[config.mk]
export PLATFORM = sky130hd
export DESIGN_NAME = frame_strobe_gen
export DESIGN_NICKNAME = d
export VERILOG_FILES = /design/src/rtl/fsg_pkg.sv /design/src/rtl/fsg_phase_track.sv /design/src/rtl/fsg_launch.sv /design/src/rtl/frame_strobe_gen.sv
export SDC_FILE = /design/constraint.sdc
export NUM_CORES = 1
export LEC_CHECK = 0
export BUFFER_PORTS_ARGS = -buffer_cell sky130_fd_sc_hd__buf_2
export CORE_ASPECT_RATIO = 1.2
export CORE_MARGIN = 1
export CORE_UTILIZATION = 50
export DETAILED_ROUTE_END_ITERATION = 8
export PLACE_DENSITY = 0.75
export SYNTH_ARGS = -nofsm -noshare
export SYNTH_HDL_FRONTEND = slang
export SYNTH_HIERARCHICAL = 1
export SYNTH_SLANG_ARGS = --single-unit
[constraint.sdc]
create_clock -name clk -period 4.06 [get_ports clk]
set_input_delay 0.812 -clock clk [delete_from_list [all_inputs] [get_ports clk]]
set_output_delay 0.812 -clock clk [all_outputs]
set_load 0.02 [all_outputs]
[src/rtl/fsg_pkg.sv]
// Shared types for the frame strobe generator.
// Assumes: a strobe pair is always decoded for a single frame position.
package fsg_pkg;

    // Strobes decoded for one frame position
    typedef struct packed {
        logic sof;   // frame bit 0
        logic den;   // payload bit
    } strobe_t;

endpackage

[src/rtl/fsg_phase_track.sv]
// Frame position tracker with a fixed lead.
// It tracks (bit position + LEAD) mod frame length and registers the
// start-of-frame and payload strobes that belong to that position.
// Assumes: mode_e3 changes only while rst_n is low, LEAD < E3_FRAME,
// and DS3_FRAME is a multiple of DS3_BLK.
module fsg_phase_track #(
    parameter int LEAD      = 0,
    parameter int DS3_BLK   = 85,
    parameter int DS3_FRAME = 4760,
    parameter int E3_FRAME  = 1536,
    parameter int E3_OH     = 12,
    localparam int IDX_W    = $clog2(DS3_FRAME > E3_FRAME ? DS3_FRAME : E3_FRAME),
    localparam int BLK_W    = $clog2(DS3_BLK)
) (
    input  logic             clk,
    input  logic             rst_n,
    input  logic             mode_e3,
    output fsg_pkg::strobe_t strb
);
    localparam logic [IDX_W-1:0] IDX_RST  = IDX_W'(LEAD);
    localparam logic [BLK_W-1:0] BLK_RST  = BLK_W'(LEAD % DS3_BLK);
    localparam logic [IDX_W-1:0] DS3_LAST = IDX_W'(DS3_FRAME - 1);
    localparam logic [IDX_W-1:0] E3_LAST  = IDX_W'(E3_FRAME - 1);
    localparam logic [BLK_W-1:0] BLK_LAST = BLK_W'(DS3_BLK - 1);
    localparam logic [IDX_W-1:0] OH_END   = IDX_W'(E3_OH);

    logic [IDX_W-1:0] idx, idx_nx;
    logic [BLK_W-1:0] blk, blk_nx;
    logic             at_end;
    fsg_pkg::strobe_t strb_nx;

    // Next position: reset value, or increment with wrap at frame and block end
    always_comb begin
        at_end = (idx == (mode_e3 ? E3_LAST : DS3_LAST));
        if (!rst_n) begin
            idx_nx = IDX_RST;
            blk_nx = BLK_RST;
        end else begin
            idx_nx = at_end ? '0 : idx + 1'b1;
            blk_nx = (at_end || blk == BLK_LAST) ? '0 : blk + 1'b1;
        end
    end

    // Decode the strobes for the next position so they are registered in step with it
    always_comb begin
        strb_nx.sof = (idx_nx == '0);
        strb_nx.den = mode_e3 ? (idx_nx >= OH_END) : (blk_nx != '0);
    end

    // Position and strobe registers
    always_ff @(posedge clk) begin
        idx  <= idx_nx;
        blk  <= blk_nx;
        strb <= strb_nx;
    end

endmodule

[src/rtl/fsg_launch.sv]
// Output launch stage: it selects the rising-edge or falling-edge copy of
// each strobe and applies that strobe's polarity inversion.
// Assumes: d comes from rising-edge registers, and inv and fall are static.
// The falling-edge copy only follows d and needs no reset of its own,
// because d is reset.
module fsg_launch #(
    parameter int N = 3
) (
    input  logic         clk,
    input  logic [N-1:0] d,
    input  logic [N-1:0] inv,
    input  logic         fall,
    output logic [N-1:0] q
);
    logic [N-1:0] neg_q;

    // Half-cycle delayed copy for falling-edge launch
    always_ff @(negedge clk) begin
        neg_q <= d;
    end

    // Per-output launch edge selection and polarity
    for (genvar i = 0; i < N; i++) begin : g_out
        assign q[i] = (fall ? neg_q[i] : d[i]) ^ inv[i];
    end

endmodule

[src/rtl/frame_strobe_gen.sv]
// Top level of the frame strobe generator. It holds two position trackers:
// lane 0 has no lead and serves the receive side, lane 1 leads by TX_LEAD
// and serves the transmit side. Each side's strobe pin carries the function
// chosen by its select, and all outputs pass through the launch stage.
// Assumes: configuration inputs change only while rst_n is low.
module frame_strobe_gen #(
    parameter int DS3_BLK   = 85,
    parameter int DS3_FRAME = 4760,
    parameter int E3_FRAME  = 1536,
    parameter int E3_OH     = 12,
    parameter int TX_LEAD   = 3
) (
    input  logic clk,
    input  logic rst_n,
    input  logic mode_e3,
    input  logic tx_pin_sel,
    input  logic rx_pin_sel,
    input  logic tx_inv,
    input  logic rx_inv,
    input  logic fall_launch,
    output logic tx_strobe,
    output logic rx_strobe,
    output logic rx_gclk_en
);
    localparam int LANES = 2;
    localparam int RX = 0;
    localparam int TX = 1;

    fsg_pkg::strobe_t strb [LANES];
    logic [LANES-1:0] sof_v, den_v;
    logic [2:0]       raw, pol, launched;

    for (genvar l = 0; l < LANES; l++) begin : g_lane
        fsg_phase_track #(
            .LEAD      (l == TX ? TX_LEAD : 0),
            .DS3_BLK   (DS3_BLK),
            .DS3_FRAME (DS3_FRAME),
            .E3_FRAME  (E3_FRAME),
            .E3_OH     (E3_OH)
        ) u_track (
            .clk     (clk),
            .rst_n   (rst_n),
            .mode_e3 (mode_e3),
            .strb    (strb[l])
        );
        assign sof_v[l] = strb[l].sof;
        assign den_v[l] = strb[l].den;
    end

    // Pin function selection; the gated clock enable always follows the receive data-enable
    always_comb begin
        raw[0] = tx_pin_sel ? den_v[TX] : sof_v[TX];
        raw[1] = rx_pin_sel ? den_v[RX] : sof_v[RX];
        raw[2] = den_v[RX];
        pol    = {1'b0, rx_inv, tx_inv};
    end

    fsg_launch #(.N(3)) u_launch (
        .clk  (clk),
        .d    (raw),
        .inv  (pol),
        .fall (fall_launch),
        .q    (launched)
    );

    assign tx_strobe  = launched[0];
    assign rx_strobe  = launched[1];
    assign rx_gclk_en = launched[2];

endmodule

==> tab_implementation.tex, run 1 <==
\begin{tabular}{lr}
\hline
Metric & Value \\
\hline
\multicolumn{2}{l}{\textbf{Synthesis}} \\
\quad Cell area after synthesis & 0.002621 sq mm \\
\quad Mux cell area share after synthesis & 3.437\% \\
\quad Flip-flop and latch count after synthesis & 47 \\
\quad Simple-gate share of the synthesized area & 29.02\% \\
\quad Average size of a mapped cell & 8.348 sq um \\
\quad Flip-flop cell with the highest count after synthesis & dfxtp\_1 \\
\quad XOR/XNOR share of the synthesized area & 12.03\% \\
\quad Gate count after technology mapping & 314 \\
\quad Yosys warning total & 6 \\
\quad Seq/Total Area, Yosys & 35.89\% \\
\quad Area fraction in compound gates after synthesis & 10.36\% \\
\quad Cells taking the most area after synthesis & dfxtp\_1 (36\%), xnor2\_1 (7.7\%), nor2\_1 (6.7\%), xor2\_1 (4.3\%), nand3\_1 (3.6\%) \\
\quad Dominant cell type by area after synthesis & dfxtp\_1 \\
\quad Syn nets & 328 \\
\quad Share of flip-flops with an asynchronous set or reset & 0\% \\
\quad Synth unique cells & 54 \\
\quad Commonest cells in the netlist & dfxtp\_1 (47), nor2\_1 (47), xnor2\_1 (23) \\
\quad Fraction of synthesized cell area taken by the top area cell type & 35.89\% \\
\quad Combinational family with the most area after synthesis & simple AND/OR/NAND/NOR gates \\
\quad Synthesized-area fraction occupied by adder cells & 2.864\% \\
\quad Number of enable flip-flop cells after synthesis & 0 \\
\multicolumn{2}{l}{\textbf{Worst setup path}} \\
\quad Worst Setup End Kind & primary output \\
\quad Data arrival, critical path & 3.15 ns \\
\quad Category of the worst setup path launch point & register \\
\quad Critical path required time & 3.25 ns \\
\quad Maximum fanout along the worst path & 1 \\
\quad Crit Path Category & register to primary output \\
\multicolumn{2}{l}{\textbf{Timing}} \\
\quad RSZ-0062 raised after global routing & yes \\
\quad Slew @ Worst Pin & 0.5815 ns \\
\quad Max transition margin & 60.88\% \\
\quad Final setup vio count & 0 \\
\quad Layout Skew & 0.05815 ns \\
\quad Hold violation total from the final report & 0 \\
\quad Number of max-slew violations in the final report & 0 \\
\quad Final worst hold slack & 0.4764 ns \\
\multicolumn{2}{l}{\textbf{Floorplan}} \\
\quad \# rows & 28 \\
\quad Die boundary width & 68.10 um \\
\quad Placeable core region & 0.004975 sq mm \\
\quad Initial core utilization & 52.69\% \\
\quad Y dimension of the die & 81.32 um \\
\quad Total Die Area & 0.005537 sq mm \\
\quad Number of ports placed on the die boundary & 11 \\
\multicolumn{2}{l}{\textbf{Clock network}} \\
\quad Number of clock sinks seen by CTS & 47 \\
\quad Clock insertion delay at the later pin of the skew report & 0.36 ns \\
\quad Root Buffer Master & clkbuf\_8 \\
\quad Clock buffer count from CTS & 5 \\
\quad H-tree depth & 2 \\
\quad Number of buffers added for setup after CTS & 0 \\
\quad Number of buffers inserted for hold repair after clock tree synthesis & 0 \\
\quad Max Buffers Root-to-Sink & 2 \\
\quad Clock transition at the registers of the reported paths & 0.08 ns \\
\quad TritonCTS clock tree & done \\
\quad Post-cts resize count & 0 \\
\multicolumn{2}{l}{\textbf{Cells and area}} \\
\quad Count of filler cells inserted in the layout & 462 \\
\quad Post-layout nets & 328 \\
\quad Ratio of cells with drive above 1 in the final layout & 10.16\% \\
\quad Number of diodes added for antenna fixing & 0 \\
\quad Area growth from synthesis to layout & 5.107\% \\
\quad Util after Layout & 55.38\% \\
\quad Post-route design area & 0.002755 sq mm \\
\multicolumn{2}{l}{\textbf{Place}} \\
\quad Port bufs & 10 \\
\quad Half-perimeter wire length after placement & 3.244 mm \\
\quad Placed inst area & 0.002628 sq mm \\
\quad RePlAce Congestion & 0.7815 \\
\multicolumn{2}{l}{\textbf{Global routing}} \\
\quad Initial antenna violation count & 0 \\
\quad Wire length of the first global-routing pass & 8.079 mm \\
\quad Remaining global-route overflow & 0 \\
\quad Largest net degree at the start of global routing & 15 \\
\quad Total track usage & 19.16\% \\
\quad Vias in the first global route & 1912 \\
\multicolumn{2}{l}{\textbf{Detailed routing}} \\
\quad Final routed DRC violation total & 0 \\
\quad Routed length per placed instance & 12.66 um \\
\quad DR vias & 2106 \\
\quad Antenna-violating nets left & 0 \\
\quad DR iter-0 viols & 145 \\
\quad Vias per cell & 5.616 \\
\quad Count of TritonRoute iterations in the first routing pass & 4 \\
\quad Total routed wirelength & 4.748 mm \\
\multicolumn{2}{l}{\textbf{Status}} \\
\quad Status & finished clean \\
\multicolumn{2}{l}{\textbf{Pwr}} \\
\quad P\_leak & 1.037 nW \\
\quad Total power density per cell area & 354.1 mW/mm\^{}2 \\
\quad Worst supply voltage drop on vdd & 208.0 uV \\
\multicolumn{2}{l}{\textbf{Hold path}} \\
\quad Path type of the worst min-delay path & register to register \\
\multicolumn{2}{l}{\textbf{Flow run}} \\
\quad Reported max-cap violation count & 0 \\
\hline
\end{tabular}
==> stage by stage <==
stage          worst slack [ns]   TNS, ns  cells  total power, W
5_1_grt                -0.01724  -0.01724    375        0.001026
2_1_floorplan            0.4787         0    314       0.0006107
4_1_cts                 0.05501         0    375       0.0009841
3_5_place_dp             0.4256         0    365       0.0006364
6_report                0.09655         0    375       0.0009756
3_3_place_gp             0.4451         0    365       0.0006332
==> area by class of cell <==
class / instances / area (sq um) / share of cell area, %
multi-input combinational: 237 / 1520 / 55.18
sequential: 47 / 940.9 / 34.15
inverter: 9 / 33.78 / 1.226
tap: 60 / 75.07 / 2.725
clock inverter: 6 / 53.80 / 1.953
timing repair buffer: 11 / 62.56 / 2.271
clock buffer: 5 / 68.82 / 2.498
==> metal layers <==
metal	global-route usage, %	share of wire (%)	vias up
met3	3.792	3.9	8
li1	-	-	1084
met5	0	0	-
met2	33.14	49	40
met1	21.99	45	974
met4	9.167	2.0	0
==> path summary, 6_finish.rpt <==
kind / startpoint / to / slack, ns / cells after the start
setup / recovery: u_launch/neg_q[0] / tx_strobe / 0.1 / 3
hold / removal: g_lane[0].u_track/blk[0] / g_lane[0].u_track/blk[0] / 0.48 / 1
setup reg to reg: g_lane[0].u_track/strb[0] / u_launch/neg_q[1] / 1.37 / 1
hold reg to reg: g_lane[0].u_track/blk[0] / g_lane[0].u_track/blk[0] / 0.48 / 1
==> worst max-delay path, stage by stage, from the launching register on <==
cell	delay, ns
dfxtp_1	0.30
mux2i_2	0.18
xnor2_1	0.14
buf_4	0.16
==> placed cells by master, fill, tap and decap left out, types with 2 or more instances in the layout <==
cell type | netlist | final
a211oi_1 | 2 | 2
a21oi_1 | 7 | 7
a22oi_1 | 2 | 2
a31oi_1 | 5 | 5
and2_1 | 4 | 4
and3_1 | 4 | 4
and3_4 | 3 | 3
and4b_1 | 2 | 2
buf_2 | 5 | 8
buf_4 | 2 | 3
clkbuf_8 | 0 | 5
dfxtp_1 | 47 | 47
ha_1 | 6 | 6
inv_1 | 10 | 12
mux2_4 | 2 | 2
mux2i_1 | 6 | 5
nand2_1 | 20 | 20
nand2b_1 | 6 | 6
nand3_1 | 19 | 19
nand3b_1 | 2 | 2
nand4_1 | 6 | 6
nor2_1 | 47 | 47
nor2b_1 | 3 | 3
nor3_1 | 8 | 8
nor4_1 | 7 | 7
nor4bb_1 | 2 | 2
o21ai_0 | 9 | 9
o31ai_1 | 3 | 3
or2_2 | 2 | 2
or3_1 | 2 | 2
or4b_1 | 2 | 2
xnor2_1 | 23 | 23
xor2_1 | 13 | 13
==> cells by family (layout without fill, tap and decap cells) <==
group,count (synthesis),after routing
AO/OA/AOI/OAI,41,41
XOR/XNOR,36,36
adder cells (fa/ha/maj),6,6
buffers and inverters,30,31
flip-flops,47,47
multiplexers,8,8
other,1,1
AND/OR/NAND/NOR,145,145
==> state kept, by name, indices dropped and copies added, names as in the netlist <==
register             count
g_lane.u_track/idx      26
g_lane.u_track/strb      4
g_lane.u_track/blk      14
u_launch/neg_q           3
==> where the power goes <==
part	switching [W]	internal [W]	total (W)
sequential	0.0000239	0.000483	0.000507
clock	0.000166	0.000186	0.000352
combinational	0.0000604	0.0000557	0.000116
total	0.000250	0.000725	0.000976
(Power assumes the default switching activity.)
==> run 2: changes to the inputs <==
CELL_PAD_IN_SITES_DETAIL_PLACEMENT = 2   (was not set)
CELL_PAD_IN_SITES_GLOBAL_PLACEMENT = 2   (was not set)
CORE_UTILIZATION = 40   (was 50)
PLACE_DENSITY = 0.91   (was 0.75)
==> tab_implementation.tex, run 2 (synthesis gave the netlist of run 1 again) <==
\begin{tabular}{lr}
\hline
Metric & Value \\
\hline
\multicolumn{2}{l}{\textbf{Worst setup path}} \\
\quad Critical-path cell list & mux2i\_1 > xnor2\_1 > buf\_2 \\
\quad Data arrival, critical path & 3.16 ns (about the same) \\
\quad Maximum single-stage delay on the critical path & 0.30 ns (about the same) \\
\quad Cell with the largest stage delay on the worst path & dfxtp\_1 \\
\quad Critical path required time & 3.25 ns (about the same) \\
\quad Category of the worst setup path launch point & register \\
\quad Worst Setup End Kind & primary output \\
\quad Maximum fanout along the worst path & 1 (unchanged) \\
\quad Crit Path Category & register to primary output \\
\multicolumn{2}{l}{\textbf{Detailed routing}} \\
\quad Final routed DRC violation total & 0 (unchanged) \\
\quad Vias per cell & 5.814 (+3.5\%) \\
\quad DR iter-0 viols & 74 (-49\%) \\
\quad DR vias & 2308 (+9.6\%) \\
\quad Total routed wirelength & 7.185 mm (+51\%) \\
\quad Routed length per placed instance & 18.10 um (+43\%) \\
\quad Count of TritonRoute iterations in the first routing pass & 6 (+2) \\
\quad Antenna-violating nets left & 0 (unchanged) \\
\multicolumn{2}{l}{\textbf{Timing}} \\
\quad Final worst hold slack & 0.4864 ns (+0.01000 ns) \\
\quad Max transition margin & 59.18\% (-1.7 points) \\
\quad Layout Skew & 0.07365 ns (+0.01550 ns) \\
\quad Aggregate negative setup slack & 0 ns (unchanged) \\
\quad Slew @ Worst Pin & 0.6067 ns (+0.02518 ns) \\
\quad Number of max-slew violations in the final report & 0 (unchanged) \\
\quad Final setup vio count & 0 (unchanged) \\
\quad Hold violation total from the final report & 0 (unchanged) \\
\quad RSZ-0062 raised after global routing & no \\
\multicolumn{2}{l}{\textbf{Cells and area}} \\
\quad Registers with the most flip-flops & g\_lane.u\_track/idx x26, g\_lane.u\_track/blk x14, g\_lane.u\_track/strb x4 \\
\quad Ratio of cells with drive above 1 in the final layout & 9.206\% (-0.95 points) \\
\quad Post-layout nets & 328 (unchanged) \\
\quad Max FFs per register & 26 (unchanged) \\
\quad Post-route design area & 0.002743 sq mm (-0.45\%) \\
\quad Number of diodes added for antenna fixing & 0 (unchanged) \\
\quad Largest register by flop count & g\_lane.u\_track/idx \\
\quad Area growth from synthesis to layout & 4.630\% \\
\quad Leading cell types in the layout, fill and taps excluded & nor2\_1 (47), dfxtp\_1 (47), xnor2\_1 (23) \\
\multicolumn{2}{l}{\textbf{Floorplan}} \\
\quad Number of ports placed on the die boundary & 11 (unchanged) \\
\quad Placeable core region & 0.006167 sq mm (+24\%) \\
\quad Die boundary width & 75.90 um (+11\%) \\
\quad Y dimension of the die & 90.68 um (+12\%) \\
\quad Initial core utilization & 42.50\% (-10 points) \\
\quad \# rows & 31 (+11\%) \\
\quad Total Die Area & 0.006883 sq mm (+24\%) \\
\multicolumn{2}{l}{\textbf{Place}} \\
\quad Port bufs & 10 (unchanged) \\
\quad Placed inst area & 0.002655 sq mm (+1.0\%) \\
\quad Half-perimeter wire length after placement & 4.770 mm (+47\%) \\
\quad RePlAce Congestion & 0.7622 (-2.5\%) \\
\multicolumn{2}{l}{\textbf{Global routing}} \\
\quad Initial antenna violation count & 0 (unchanged) \\
\quad Remaining global-route overflow & 0 (unchanged) \\
\quad Wire length of the first global-routing pass & 12.10 mm (+50\%) \\
\quad Total track usage & 21.93\% (+2.8 points) \\
\quad Vias in the first global route & 2438 (+28\%) \\
\quad Largest net degree at the start of global routing & 16 (+1) \\
\multicolumn{2}{l}{\textbf{Pwr}} \\
\quad Internal power & 0.0006608 W (-8.9\%) \\
\quad P\_leak & 1.025 nW (-1.1\%) \\
\quad Clock network fraction of total power & 31.2\% (-4.9 points) \\
\quad NetSw & 0.0002594 W (+3.7\%) \\
\quad Switching Share & 28.19\% (+2.5 points) \\
\quad Fraction of power consumed by sequential logic & 55.5\% (+3.5 points) \\
\quad Worst supply voltage drop on vdd & 147.7 uV (-29\%) \\
\quad Total power density per cell area & 335.5 mW/mm\^{}2 (-5.2\%) \\
\quad Combinational Power Share & 13.3\% (+1.4 points) \\
\multicolumn{2}{l}{\textbf{Clock network}} \\
\quad Clock transition at the registers of the reported paths & 0.08 ns (about the same) \\
\quad Clock insertion delay at the later pin of the skew report & 0.36 ns (about the same) \\
\quad Number of clock sinks seen by CTS & 47 (unchanged) \\
\quad H-tree depth & 2 (unchanged) \\
\quad TritonCTS clock tree & done \\
\quad Clock buffer count from CTS & 5 (unchanged) \\
\quad Number of buffers inserted for hold repair after clock tree synthesis & 0 (unchanged) \\
\quad Root Buffer Master & clkbuf\_8 \\
\quad Max Buffers Root-to-Sink & 2 (unchanged) \\
\quad Number of buffers added for setup after CTS & 0 (unchanged) \\
\quad Post-cts resize count & 0 (unchanged) \\
\multicolumn{2}{l}{\textbf{Status}} \\
\quad Status & finished clean \\
\multicolumn{2}{l}{\textbf{Flow run}} \\
\quad Reported max-cap violation count & 0 (unchanged) \\
\multicolumn{2}{l}{\textbf{Hold path}} \\
\quad Path type of the worst min-delay path & register to register \\
\hline
\end{tabular}
run 2: cell count changes in the layout (fill, tap and decap cells not counted):
cell,previous run,this run
buf_2,8,10
buf_4,3,1
bufinv_16,1,0
clkbuf_1,0,2
clkinv_1,1,0
clkinv_4,1,0
inv_1,12,13
mux2i_1,5,6
mux2i_2,1,0
run 2: final timing paths:
| path | from | endpoint | slack, ns | cells after the start |
|---|---|---|---|---|
| worst min register to register | g_lane[0].u_track/blk[0] | g_lane[0].u_track/blk[0] | 0.49 | 1 |
| worst min-delay path | g_lane[0].u_track/blk[0] | g_lane[0].u_track/blk[0] | 0.49 | 1 |
| worst max register to register | g_lane[0].u_track/strb[0] | u_launch/neg_q[1] | 1.36 | 1 |
| worst max-delay path | u_launch/neg_q[0] | tx_strobe | 0.08 | 3 |
run 2: through the flow:
step                      worst slack (ns)  cells  utilization (%)  total power [W]
after global routing               0.02902    397            44.47        0.0009698
after global placement              0.4901    387            43.05        0.0006360
final                              0.08411    397            44.47        0.0009202
after detailed placement            0.4439    387            43.05        0.0006461
after CTS                          0.06537    397            44.47        0.0009354
after floorplan                     0.4787    314                -        0.0006107
run 2: area by class of cell:
type | instances | area [sq um]
sequential | 47 | 940.9
tap | 82 | 102.6
clock buffer | 7 | 76.32
inverter | 9 | 33.78
clock inverter | 4 | 15.01
timing repair buffer | 11 | 57.56
multi-input combinational | 237 | 1516
fill | 694 | 3425
run 2: metal layers:
layer	track usage, %	share of wire [%]
met1	25.22	43
met2	38.71	50
met3	4.545	3.4
met4	10.10	3.4
met5	0	0
run 2: power groups by stage:
stage	sequential (W)	clock, W	combinational (W)
after floorplan	0.000509	0.00000615	0.0000960
after global placement	0.000518	0.00000615	0.000112
after detailed placement	0.000520	0.00000615	0.000120
after CTS	0.000510	0.000302	0.000123
after global routing	0.000514	0.000321	0.000134
final	0.000510	0.000287	0.000123
run 2: critical path, delay by kind of cell (launching register included):
family	cells	cell delay, ns
flip-flops	1	0.30
XOR/XNOR	1	0.13
buffers and inverters	1	0.18
multiplexers	1	0.16
==> run 3: changes to the inputs <==
ABC_CLOCK_PERIOD_IN_PS = 4059   (was not set)
REMOVE_ABC_BUFFERS = 1   (was not set)
==> tab_implementation.tex, run 3 (synthesis gave the netlist of run 1 again) <==
\begin{tabular}{lr}
\hline
Metric & Value \\
\hline
\multicolumn{2}{l}{\textbf{Cells and area}} \\
\quad Number of diodes added for antenna fixing & 0 (unchanged) \\
\quad Count of filler cells inserted in the layout & 697 (+0.43\%) \\
\quad Count of non-filler cells in the finished layout & 397 (unchanged) \\
\quad Area growth from synthesis to layout & 6.539\% \\
\quad Registers with the most flip-flops & g\_lane.u\_track/idx x26, g\_lane.u\_track/blk x14, g\_lane.u\_track/strb x4 \\
\quad Largest register by flop count & g\_lane.u\_track/idx \\
\quad Leading cell types in the layout, fill and taps excluded & nor2\_1 (47), dfxtp\_1 (47), xnor2\_1 (23) \\
\quad Max FFs per register & 26 (unchanged) \\
\quad Ratio of cells with drive above 1 in the final layout & 9.841\% (+0.63 points) \\
\quad Post-layout nets & 328 (unchanged) \\
\multicolumn{2}{l}{\textbf{Flow run}} \\
\quad Reported max-cap violation count & 0 (unchanged) \\
\multicolumn{2}{l}{\textbf{Hold path}} \\
\quad Startpoint of the lowest-slack hold path & g\_lane[0].u\_track/blk[0] \\
\quad Hold Path Stages & 1 (unchanged) \\
\quad Path type of the worst min-delay path & register to register \\
\quad Worst hold path endpoint & g\_lane[0].u\_track/blk[0] \\
\multicolumn{2}{l}{\textbf{Clock network}} \\
\quad Number of buffers inserted for hold repair after clock tree synthesis & 0 (unchanged) \\
\quad H-tree depth & 2 (unchanged) \\
\quad Number of buffers added for setup after CTS & 0 (unchanged) \\
\quad TritonCTS clock tree & done \\
\quad Clock transition at the registers of the reported paths & 0.09 ns (about the same) \\
\quad Post-cts resize count & 0 (unchanged) \\
\quad Max Buffers Root-to-Sink & 2 (unchanged) \\
\quad Clock insertion delay at the later pin of the skew report & 0.36 ns (about the same) \\
\quad Number of clock sinks seen by CTS & 47 (unchanged) \\
\quad Root Buffer Master & clkbuf\_8 \\
\quad Clock buffer count from CTS & 5 (unchanged) \\
\multicolumn{2}{l}{\textbf{Worst setup path}} \\
\quad Cell with the largest stage delay on the worst path & dfxtp\_1 \\
\quad Critical path required time & 3.25 ns (about the same) \\
\quad Launch point of the worst reg-to-reg path & g\_lane[0].u\_track/strb[0] \\
\quad Critical-path cell list & mux2i\_1 > xnor2\_1 > buf\_4 \\
\quad Data arrival, critical path & 3.18 ns (+0.02 ns) \\
\quad Reg2reg end & u\_launch/neg\_q[1] \\
\quad Buffers \& Inverters on Critical Path & 1 (unchanged) \\
\quad Flop-to-flop setup slack & 1.36 ns (about the same) \\
\quad Cell type group with the largest total delay on the critical path & flip-flops \\
\quad Crit Path Category & register to primary output \\
\quad Category of the worst setup path launch point & register \\
\quad Maximum single-stage delay on the critical path & 0.30 ns (about the same) \\
\quad Worst Setup End Kind & primary output \\
\quad Maximum fanout along the worst path & 1 (unchanged) \\
\quad Number of cells on the worst reg-to-reg path & 1 (unchanged) \\
\multicolumn{2}{l}{\textbf{Timing}} \\
\quad Max transition margin & 56.32\% (-2.9 points) \\
\quad Slew @ Worst Pin & 0.6493 ns (+0.04260 ns) \\
\quad Worst path setup slack after routing & 0.07174 ns (-0.01237 ns) \\
\quad Layout Skew & 0.06116 ns (-0.01249 ns) \\
\quad Hold violation total from the final report & 0 (unchanged) \\
\quad Number of max-slew violations in the final report & 0 (unchanged) \\
\quad Final setup vio count & 0 (unchanged) \\
\multicolumn{2}{l}{\textbf{Pwr}} \\
\quad Switching Share & 26.52\% (-1.7 points) \\
\quad Internal power & 0.0007611 W (+15\%) \\
\quad Worst supply voltage drop on vdd & 209.8 uV (+42\%) \\
\quad Clock network fraction of total power & 38.6\% (+7.4 points) \\
\quad Fraction of power consumed by sequential logic & 49.4\% (-6.1 points) \\
\quad Total power density per cell area & 370.9 mW/mm\^{}2 (+11\%) \\
\quad Combinational Power Share & 12.0\% (-1.3 points) \\
\quad NetSw & 0.0002746 W (+5.9\%) \\
\quad P\_leak & 1.050 nW (+2.4\%) \\
\multicolumn{2}{l}{\textbf{Floorplan}} \\
\quad Number of ports placed on the die boundary & 11 (unchanged) \\
\quad Initial core utilization & 42.50\% (unchanged) \\
\quad \# rows & 31 (unchanged) \\
\quad Total Die Area & 0.006883 sq mm (unchanged) \\
\quad Die boundary width & 75.90 um (unchanged) \\
\quad Y dimension of the die & 90.68 um (unchanged) \\
\quad Placeable core region & 0.006167 sq mm (unchanged) \\
\multicolumn{2}{l}{\textbf{Place}} \\
\quad RePlAce Congestion & 0.8114 (+6.5\%) \\
\quad Post-placement setup slack & 0.4629 ns (+0.01899 ns) \\
\quad Post-placement cell count & 387 (unchanged) \\
\quad Half-perimeter wire length after placement & 4.984 mm (+4.5\%) \\
\quad Port bufs & 10 (unchanged) \\
\multicolumn{2}{l}{\textbf{Detailed routing}} \\
\quad Count of TritonRoute iterations in the first routing pass & 6 (unchanged) \\
\quad DR vias & 2219 (-3.9\%) \\
\quad Antenna-violating nets left & 0 (unchanged) \\
\quad Routed length per placed instance & 17.87 um (-1.2\%) \\
\quad DR iter-0 viols & 84 (+14\%) \\
\quad Vias per cell & 5.589 (-3.9\%) \\
\quad Total routed wirelength & 7.096 mm (-1.2\%) \\
\quad Final routed DRC violation total & 0 (unchanged) \\
\multicolumn{2}{l}{\textbf{Status}} \\
\quad Status & finished clean \\
\multicolumn{2}{l}{\textbf{Global routing}} \\
\quad Remaining global-route overflow & 0 (unchanged) \\
\quad Initial antenna violation count & 0 (unchanged) \\
\quad Vias in the first global route & 2374 (-2.6\%) \\
\quad Largest net degree at the start of global routing & 15 (-1) \\
\quad Total track usage & 21.76\% (-0.17 points) \\
\quad Wire length of the first global-routing pass & 11.95 mm (-1.2\%) \\
\hline
\end{tabular}
[run 3: changes by cell type in the layout (fill, tap and decap cells not counted)]
cell       change
buf_2          -1
buf_4          +1
bufinv_16      +1
clkbuf_1       -2
clkbuf_16      +1
[run 3: metrics by stage]
step | cell area (sq um) | utilization (%) | hold slack [ns] | total power (W) | TNS (ns)
global route | 2793 | 45.28 | 0.5234 | 0.001083 | -0.01879
global placement | 2655 | 43.05 | 0.4461 | 0.0006367 | 0
floorplan | 2495 | - | 0.4297 | 0.0006035 | 0
CTS | 2790 | 45.24 | 0.5112 | 0.001044 | 0
finish | 2793 | 45.28 | 0.5139 | 0.001036 | 0
detailed placement | 2655 | 43.05 | 0.4775 | 0.0006477 | 0
[run 3: routing by layer]
metal	up-vias	part of all wire, %	GRT usage [%]
met5	-	0	0
li1	1085	-	-
met3	12	1.8	3.232
met4	0	2.6	9.776
met1	1099	43	24.16
met2	23	53	40.53
[run 3: worst max-delay path by stage]
stage	startpoint	endpoint	slack, ns	cells past startpoint
final	u_launch/neg_q[1]	rx_strobe	0.07	3
after global routing	u_launch/neg_q[1]	rx_strobe	-0.02	3
after CTS	u_launch/neg_q[0]	tx_strobe	0.07	3
after detailed placement	u_launch/neg_q[0]	tx_strobe	0.46	3
after global placement	u_launch/neg_q[1]	rx_strobe	0.49	3
after floorplan	u_launch/neg_q[2]	rx_gclk_en	0.48	2
[run 3: area by class of cell]
class	instances	area [sq um]	area share [%]
Timing Repair Buffer	11	60.06	2.151
Clock buffer	6	93.84	3.360
Inverter	9	33.78	1.210
Tap cell	82	102.6	3.674
Multi-Input combinational cell	237	1516	54.30
Clock inverter	5	45.04	1.613
Sequential cell	47	940.9	33.69
[run 3: power groups by stage]
stage,logic [W],clock network [W],registers (W)
after global routing,0.000138,0.000430,0.000515
after floorplan,0.0000853,0.00000615,0.000512
after global placement,0.000113,0.00000615,0.000518
final,0.000125,0.000400,0.000511
after detailed placement,0.000120,0.00000615,0.000521
after CTS,0.000124,0.000409,0.000511
